### src/rtl/cmdq_pkg.sv
package cmdq_pkg;
    localparam int CODE_W = 7;
    localparam int CMD_W  = CODE_W + 1;

    typedef struct packed {
        logic              dma;
        logic [CODE_W-1:0] code;
    } cmd_t;

    localparam logic [CODE_W-1:0] OP_RSTDEV = 7'h02;
    localparam logic [CODE_W-1:0] OP_RSTBUS = 7'h03;
    localparam logic [CODE_W-1:0] OP_HALT   = 7'h04;

    typedef enum logic [1:0] {
        K_QUEUE  = 2'd0,
        K_HALT   = 2'd1,
        K_RSTDEV = 2'd2,
        K_RSTBUS = 2'd3
    } kind_e;

    function automatic kind_e classify(cmd_t c);
        case (c.code)
            OP_HALT:   return K_HALT;
            OP_RSTDEV: return K_RSTDEV;
            OP_RSTBUS: return K_RSTBUS;
            default:   return K_QUEUE;
        endcase
    endfunction
endpackage

### src/rtl/cmdq_slots.sv
module cmdq_slots
    import cmdq_pkg::*;
(
    input  logic clk,
    input  logic rst,
    input  logic push,
    input  cmd_t push_cmd,
    input  logic pop,
    input  logic flush,
    input  logic kill_pend,
    output logic head_v,
    output cmd_t head,
    output logic overflow,
    output logic killed,
    output logic popped,
    output cmd_t popped_cmd
);
    logic s0v, s1v;
    cmd_t s0, s1;
    logic n0v, n1v;
    cmd_t n0, n1;

    always_comb begin
        n0v = s0v; n0 = s0; n1v = s1v; n1 = s1;
        overflow = 1'b0; killed = 1'b0;
        popped = pop && s0v;
        popped_cmd = s0;
        if (popped) begin
            n0v = s1v; n0 = s1; n1v = 1'b0;
        end
        if (flush) begin
            n0v = 1'b0; n1v = 1'b0;
        end else if (kill_pend && n1v) begin
            n1v = 1'b0; killed = 1'b1;
        end
        if (push) begin
            if (!n0v) begin
                n0v = 1'b1; n0 = push_cmd;
            end else if (!n1v) begin
                n1v = 1'b1; n1 = push_cmd;
            end else begin
                overflow = 1'b1;
            end
        end
    end

    always_ff @(posedge clk) begin
        if (rst) begin
            s0v <= 1'b0; s1v <= 1'b0;
            s0 <= '0; s1 <= '0;
        end else begin
            s0v <= n0v; s1v <= n1v;
            s0 <= n0; s1 <= n1;
        end
    end

    assign head_v = s0v;
    assign head   = s0;


    pend_behind_head_chk: assert property (@(posedge clk) disable iff (rst)
        s1v |-> s0v);
endmodule

### src/rtl/cmdq_busrst.sv
module cmdq_busrst #(
    parameter int RST_CYCLES = 1_000_000
) (
    input  logic clk,
    input  logic rst,
    input  logic start,
    output logic active
);
    localparam int CNT_W = $clog2(RST_CYCLES + 1);
    localparam logic [CNT_W-1:0] LOAD = CNT_W'(RST_CYCLES);

    logic [CNT_W-1:0] cnt;

    always_ff @(posedge clk) begin
        if (rst)              cnt <= '0;
        else if (start)       cnt <= LOAD;
        else if (cnt != '0)   cnt <= cnt - 1'b1;
    end

    assign active = (cnt != '0);


    busrst_start_chk: assert property (@(posedge clk) disable iff (rst)
        start |=> active);
endmodule

### src/rtl/cmdq_ctrl.sv
module cmdq_ctrl
    import cmdq_pkg::*;
#(
    parameter int RST_CYCLES = 1_000_000
) (
    input  logic                clk,
    input  logic                rst,
    input  logic                host_wr_en,
    input  logic [CMD_W-1:0]    host_wr_data,
    input  logic                stat_rd,
    output logic [CMD_W-1:0]    host_rd_data,
    output logic                eng_valid,
    output logic [CODE_W-1:0]   eng_code,
    output logic                eng_dma,
    input  logic                eng_done,
    output logic                illegal_op,
    output logic                dma_stop_pulse,
    output logic                dev_reset_pulse,
    output logic                bus_rst_out
);
    cmd_t  wcmd;
    kind_e kind;
    logic  wr_q, wr_halt, wr_rdev, wr_rbus;
    logic  head_v, overflow, killed, popped;
    cmd_t  head, popped_cmd, last_cmd;
    logic  err_set, err_clr;

    assign wcmd    = cmd_t'(host_wr_data);
    assign kind    = classify(wcmd);
    assign wr_q    = host_wr_en && (kind == K_QUEUE);
    assign wr_halt = host_wr_en && (kind == K_HALT);
    assign wr_rdev = host_wr_en && (kind == K_RSTDEV);
    assign wr_rbus = host_wr_en && (kind == K_RSTBUS);

    cmdq_slots u_slots (
        .clk       (clk),
        .rst       (rst),
        .push      (wr_q),
        .push_cmd  (wcmd),
        .pop       (eng_done),
        .flush     (wr_rdev),
        .kill_pend (wr_halt),
        .head_v    (head_v),
        .head      (head),
        .overflow  (overflow),
        .killed    (killed),
        .popped    (popped),
        .popped_cmd(popped_cmd)
    );

    cmdq_busrst #(.RST_CYCLES(RST_CYCLES)) u_busrst (
        .clk   (clk),
        .rst   (rst),
        .start (wr_rbus),
        .active(bus_rst_out)
    );

    assign err_set = overflow || killed;
    assign err_clr = stat_rd || wr_rdev;

    always_ff @(posedge clk) begin
        if (rst) begin
            illegal_op      <= 1'b0;
            last_cmd        <= '0;
            dma_stop_pulse  <= 1'b0;
            dev_reset_pulse <= 1'b0;
        end else begin
            if (err_set)      illegal_op <= 1'b1;
            else if (err_clr) illegal_op <= 1'b0;
            if (wr_halt || wr_rdev || wr_rbus) last_cmd <= wcmd;
            else if (popped)                   last_cmd <= popped_cmd;
            dma_stop_pulse  <= wr_halt;
            dev_reset_pulse <= wr_rdev;
        end
    end

    assign eng_valid    = head_v;
    assign eng_code     = head.code;
    assign eng_dma      = head.dma;
    assign host_rd_data = head_v ? head : last_cmd;


    full_drop_chk: assert property (@(posedge clk) disable iff (rst)
        overflow |=> illegal_op);

    halt_pulse_chk: assert property (@(posedge clk) disable iff (rst)
        wr_halt |=> dma_stop_pulse);

    rdev_flush_chk: assert property (@(posedge clk) disable iff (rst)
        wr_rdev |=> (!eng_valid && !illegal_op && dev_reset_pulse));

    idle_done_chk: assert property (@(posedge clk) disable iff (rst)
        (eng_done && !eng_valid && !host_wr_en) |=> !eng_valid);
endmodule

### config.mk
export PLATFORM = sky130hd
export DESIGN_NAME = cmdq_ctrl
export DESIGN_NICKNAME = d
export VERILOG_FILES = /design/src/rtl/cmdq_pkg.sv /design/src/rtl/cmdq_slots.sv /design/src/rtl/cmdq_busrst.sv /design/src/rtl/cmdq_ctrl.sv
export SDC_FILE = /design/constraint.sdc
export NUM_CORES = 1
export LEC_CHECK = 0
export BUFFER_PORTS_ARGS = -buffer_cell sky130_fd_sc_hd__buf_4
export CAP_MARGIN = 10
export CORE_AREA = 2 2 84 86
export CTS_BUF_LIST = sky130_fd_sc_hd__clkbuf_8 sky130_fd_sc_hd__clkbuf_16
export CTS_CLUSTER_SIZE = 40
export DETAILED_ROUTE_END_ITERATION = 16
export DIE_AREA = 0 0 86 88
export GPL_ROUTABILITY_DRIVEN = 0
export MAX_ROUTING_LAYER = met4
export PLACE_DENSITY = 0.56
export SYNTH_ARGS = -nofsm -noshare
export SYNTH_HDL_FRONTEND = slang
export SYNTH_SLANG_ARGS = --single-unit
### constraint.sdc
create_clock -name clk -period 1.7 [get_ports clk]
set_clock_uncertainty 0.15 [all_clocks]
set_input_delay 0.17 -clock clk [delete_from_list [all_inputs] [get_ports clk]]
set_output_delay 0.17 -clock clk [all_outputs]
set_load 0.02 [all_outputs]
-- Word-level counts from Yosys, hierarchy flattened
Index checks and enable logic that the tools add are counted.
- $add $sub $neg: 1
- eq/ne operators: 6
- mux-type cells: 24
- bitwise gates (word level): 1
- reductions and logical operators: 17
- operator list (operator ; number):
    $mux W8 ; 6
    $mux W20 ; 2
    $reduce_bool A20 Y1 ; 1
    $sub A20 B1 Y20 const B ; 1
    $mux W1 ; 15
    $eq A7 B2 Y1 const B ; 2
    $eq A7 B3 Y1 const B ; 1
    $logic_and A1 B1 Y1 ; 6
    $pmux W2 S3 ; 1
    $reduce_bool A2 Y1 ; 3
    $eq A2 B2 Y1 const B ; 2
    $logic_or A1 B1 Y1 ; 4
    $reduce_and A3 Y1 ; 1
    $eq A2 B1 Y1 const B ; 1
    $logic_not A2 Y1 ; 1
    $reduce_or A2 Y1 ; 1
    $not A1 Y1 ; 1
- flip-flop bits (word level): 49
- output and inout bits: 21

-- Logic depth before layout (Yosys ltp)
- depth after elaboration: 12
- gate-level depth with buffers: 7
- depth with buffers taken out: 6

-- By module
From an unflattened synthesis, not the netlist that was laid out.
- cells, all modules: 304
- area total of the unflattened synthesis: 2742.6 sq um
- by module, submodules not included (module ; times used ; cells an instance ; area each (sq um) ; sequential area each (sq um)):
    cmdq_busrst ; 1 ; 134 ; 1088.5 ; 400.4
    cmdq_slots ; 1 ; 104 ; 1013.5 ; 360.3
    cmdq_ctrl ; 1 ; 66 ; 640.6 ; 220.2

-- Least setup slack after synthesis
Ideal clock, no wire load.
- kind: reg-to-reg
- start: reg u_busrst.cnt[2]
- end: reg u_busrst.cnt[18]
- library setup time: 74 ps
- data arrival time: 1642 ps
- required time: 1476 ps
- setup slack: -166 ps
- cell stages (with the launch flop): 6
- buffers on the path: 1
- cells stage by stage: dfxtp_1 nor4_4 nand4_1 buf_2 or4_1 a31oi_1
- cells in the longest elaborated chain, start to end: 3
- RTL lines (item ; line ; RTL):
    start: declaration ; cmdq_busrst.sv:12 ; logic [CNT_W-1:0] cnt;
    start signal: assignment ; cmdq_busrst.sv:17 ; else if (cnt != '0) cnt <= cnt - 1'b1;
    $sub A20 B1 Y20 ; cmdq_busrst.sv:17 ;
    $mux W20 ; cmdq_busrst.sv:17 ;
    $mux W20 ; cmdq_busrst.sv:16 ; else if (start) cnt <= LOAD;
Several ways; a longest one is shown, not always the timed one. The select of a mux whose other input is x is not followed.
A chain may end at the register's enable or synchronous reset.

-- Worst setup path after layout
- start: reg u_busrst.cnt[5]
- end: reg u_busrst.cnt[16]
Same word-level chain as after synthesis.

==> results.yml <==
run_status:
  outcome: "finished with violations"
  violations: "setup timing"
synth:
  synth_area_per_cell_sq_um: 8.59
  netlist.top_cell.by_area: "sky130_fd_sc_hd__dfxtp_1"
  most_used_standard_cell_by_instance_count_after_synthesis: "sky130_fd_sc_hd__dfxtp_1"
  synthDominantCellAreaShare_pct: 38.9
  number_of_flops_mapped_to_enable_cells_by_yosys: 0
  yosys_reg_bits: 49
  ys.warnings.count: 0
  syn_area_sq_um: 2520
  ys_dominant_reg_cell: "sky130_fd_sc_hd__dfxtp_1"
  synth.top_cells.by_area: "sky130_fd_sc_hd__dfxtp_1 39%, sky130_fd_sc_hd__nand2_1 6.7%, sky130_fd_sc_hd__nand2b_1 5.7%"
  ys_seq_area_share_pct: 38.9
  synth_cell_type_count: 50
  asyncSetResetFlopFracSynth_pct: 0
  synthCells: 294
  synth_top_cells_by_count: "49 x sky130_fd_sc_hd__dfxtp_1, 45 x sky130_fd_sc_hd__nand2_1, 23 x sky130_fd_sc_hd__nand2b_1, 17 x sky130_fd_sc_hd__nor3_1, 14 x sky130_fd_sc_hd__a21oi_1"
  postSynthNetCount: 308
cells_and_area:
  nNetsFinal: 411
  area_delta_synth_final_pct: 46.3
  post_route_cells_drive_above_1_share_pct: 42.2
  postLayoutCellArea_sq_um: 3690
  antenna_cells_inserted: 0
clock_network:
  cts_tree: "done"
  ctsRootBufferMaster: "sky130_fd_sc_hd__clkbuf_8"
  clock_latency_ns: 0.31
  cts.path.max_buffers: 2
  clk_pin_slew_worst_paths_ns: 0.10
  cts_max_level: 2
  cts_sinks: 49
  cts_made_buffers: 5
worst_setup_path:
  worstSetupStartpointType: "flip-flop"
  critical_path_required_ns: 1.79
  setup.worst_path.class: "reg2reg"
  critPathArrivalTime_ns: 1.99
  worstPathMaxFanout: 8
  capturing_element_type_of_the_critical_path: "flip-flop"
  timing.reg2reg.worst_path_depth: 6
detailed_routing:
  drtAntennaViolNets: 0
  wl_per_cell_microns: 14.6
  drt-total-wl_mm: 6.97
  drt_first_pass_iters: 4
  number_of_drc_markers_after_the_initial_detailed_route_iteration: 98
  drt_drc_violations_left: 0
  route.vias.total: 2541
  route.detailed.vias_per_inst: 5.32
floorplan:
  row_count: 30
  chipWidth_microns: 86
  die_h_microns: 88
  core_area_sq_um: 6640
  initial_utilization_pct: 38.0
  io_pins: 34
  fp.dieArea_sq_um: 7570
worst_hold_path:
  hold_class: "in2reg"
  worstHoldPathCells: 2
sta:
  timing.final.ws_setup_ns: -0.198
  relative_slew_slack_pct: 64.8
  finalCritPeriodShare_pct: 112
  maxClockFrequency_mhz: 527
  finalHoldViolCount: 0
  setup_viol: 14
  tightestPinTransition_ns: 0.527
  rsz0062_at_grt: "true"
  setup-tns-final_ns: -1.22
  timing_max_transition_violations_final: 0
  final_period_minus_worst_setup_slack_ns: 1.90
global_route:
  grt_pass1_wl_mm: 11.4
  gr-total-overflow: 0
  globalRouteTotalUtil_pct: 19.5
  largest_net_degree_at_the_start_of_global_routing: 23
  vias_in_the_first_global_route: 2475
  grt_antenna_before_repair: 0
flow_run:
  drv_cap: 0
pwr:
  leakagePower_nw: 1.52
  maximum_vdd_ir_drop_mv: 1.51
  power-per-cell-area_nw_per_um2: 1750
placement:
  place_area_sq_um: 3370
  place_hpwl_mm: 4.94
  placement.io_buffers: 33
[cells in the final DEF, fill, tap and decap left out, types with 7 or more instances in the layout]
cell type	netlist	routed
sky130_fd_sc_hd__buf_4	0	101
sky130_fd_sc_hd__nand2_1	45	42
sky130_fd_sc_hd__dfxtp_1	49	36
sky130_fd_sc_hd__nand2b_1	23	23
sky130_fd_sc_hd__a21oi_1	14	13
sky130_fd_sc_hd__dfxtp_2	0	13
sky130_fd_sc_hd__nor3_1	17	12
sky130_fd_sc_hd__mux2i_1	12	12
sky130_fd_sc_hd__a311oi_1	11	11
sky130_fd_sc_hd__nor2_1	10	9
sky130_fd_sc_hd__mux2_2	9	9
sky130_fd_sc_hd__o21ai_0	9	8
sky130_fd_sc_hd__a31oi_1	8	8
sky130_fd_sc_hd__buf_6	0	7
[layout make-up]
class / count / area, sq um
Fill cell: 612 / 2950
Multi-Input combinational cell: 224 / 1580
Sequential cell: 49 / 997
Timing Repair Buffer: 110 / 867
Tap cell: 80 / 100
Clock buffer: 6 / 82.6
Clock inverter: 2 / 37.5
Inverter: 7 / 26.3
[layer usage]
layer  part of all wire [%]  vias to the layer above  track usage, %  wire length (microns)
met5                      0                        -               -                      0
met4                   0.92                        0            6.64                     64
met3                    3.5                        6            2.54                    242
met2                     51                       40            34.9                   3540
met1                     45                     1205            22.5                   3120
li1                       -                     1290               -                      -
[what timing repair did]
item,CTS,global route
pin swaps,12,6
endpoints found under the setup margin,25,31
gates cloned,0,1
hold buffers,1,0
resized for setup,18,25
setup buffers,8,1
endpoints found under the hold margin,1,0
[sequential cells by signal, indices dropped and copies added (netlist names)]
name             flops
illegal_op           1
u_slots.s1v          1
u_busrst.cnt        20
last_cmd             8
dev_reset_pulse      1
dma_stop_pulse       1
u_slots.head_v       1
u_slots.head         8
u_slots.s1           8
[logic make-up after synthesis]
group,share of synthesized area (%)
XOR/XNOR,0.347
AO/OA/AOI/OAI,16.8
buffers and inverters,3.27
flip-flops,38.9
multiplexers,8.77
AND/OR/NAND/NOR,31.5
adder cells (fa/ha/maj),0.495
[critical path, stage by stage, from the launching register on]
cell and delay, ns:
sky130_fd_sc_hd__dfxtp_2 0.34, sky130_fd_sc_hd__nor4_4 0.31, sky130_fd_sc_hd__buf_4 0.16, sky130_fd_sc_hd__nand4_1 0.11, sky130_fd_sc_hd__buf_6 0.17, sky130_fd_sc_hd__or4_1 0.47, sky130_fd_sc_hd__a31oi_1 0.13
[metrics by stage]
step | total power [mW] | worst slack [ns] | hold slack (ns) | utilization [%] | cells
finish | 6.47 | -0.198 | 0.00749 | 55.6 | 478
global route | 6.92 | -0.305 | 0.00489 | 55.6 | 478
CTS | 6.23 | -0.205 | 0.00861 | 54.4 | 477
detailed placement | 4.83 | -0.240 | 0.294 | 50.7 | 461
global placement | 4.78 | -0.195 | 0.290 | 50.7 | 461
floorplan | 3.25 | -0.135 | 0.0993 | - | 294
[path summary, 6_finish.rpt]
check        slack, ns               end             from
min reg2reg       0.31       last_cmd[6]      last_cmd[6]
max              -0.20  u_busrst.cnt[16]  u_busrst.cnt[5]
max reg2reg      -0.20  u_busrst.cnt[16]  u_busrst.cnt[5]
min              0.007   u_busrst.cnt[6]              rst
[power by group]
group          total (mW)  leakage [nW]  switching [mW]  internal (mW)
Clock               0.892        0.0574           0.413          0.479
Combinational        4.00          1.06            1.83           2.17
Sequential           1.58         0.405           0.187           1.39
(Power assumes the default switching activity.)
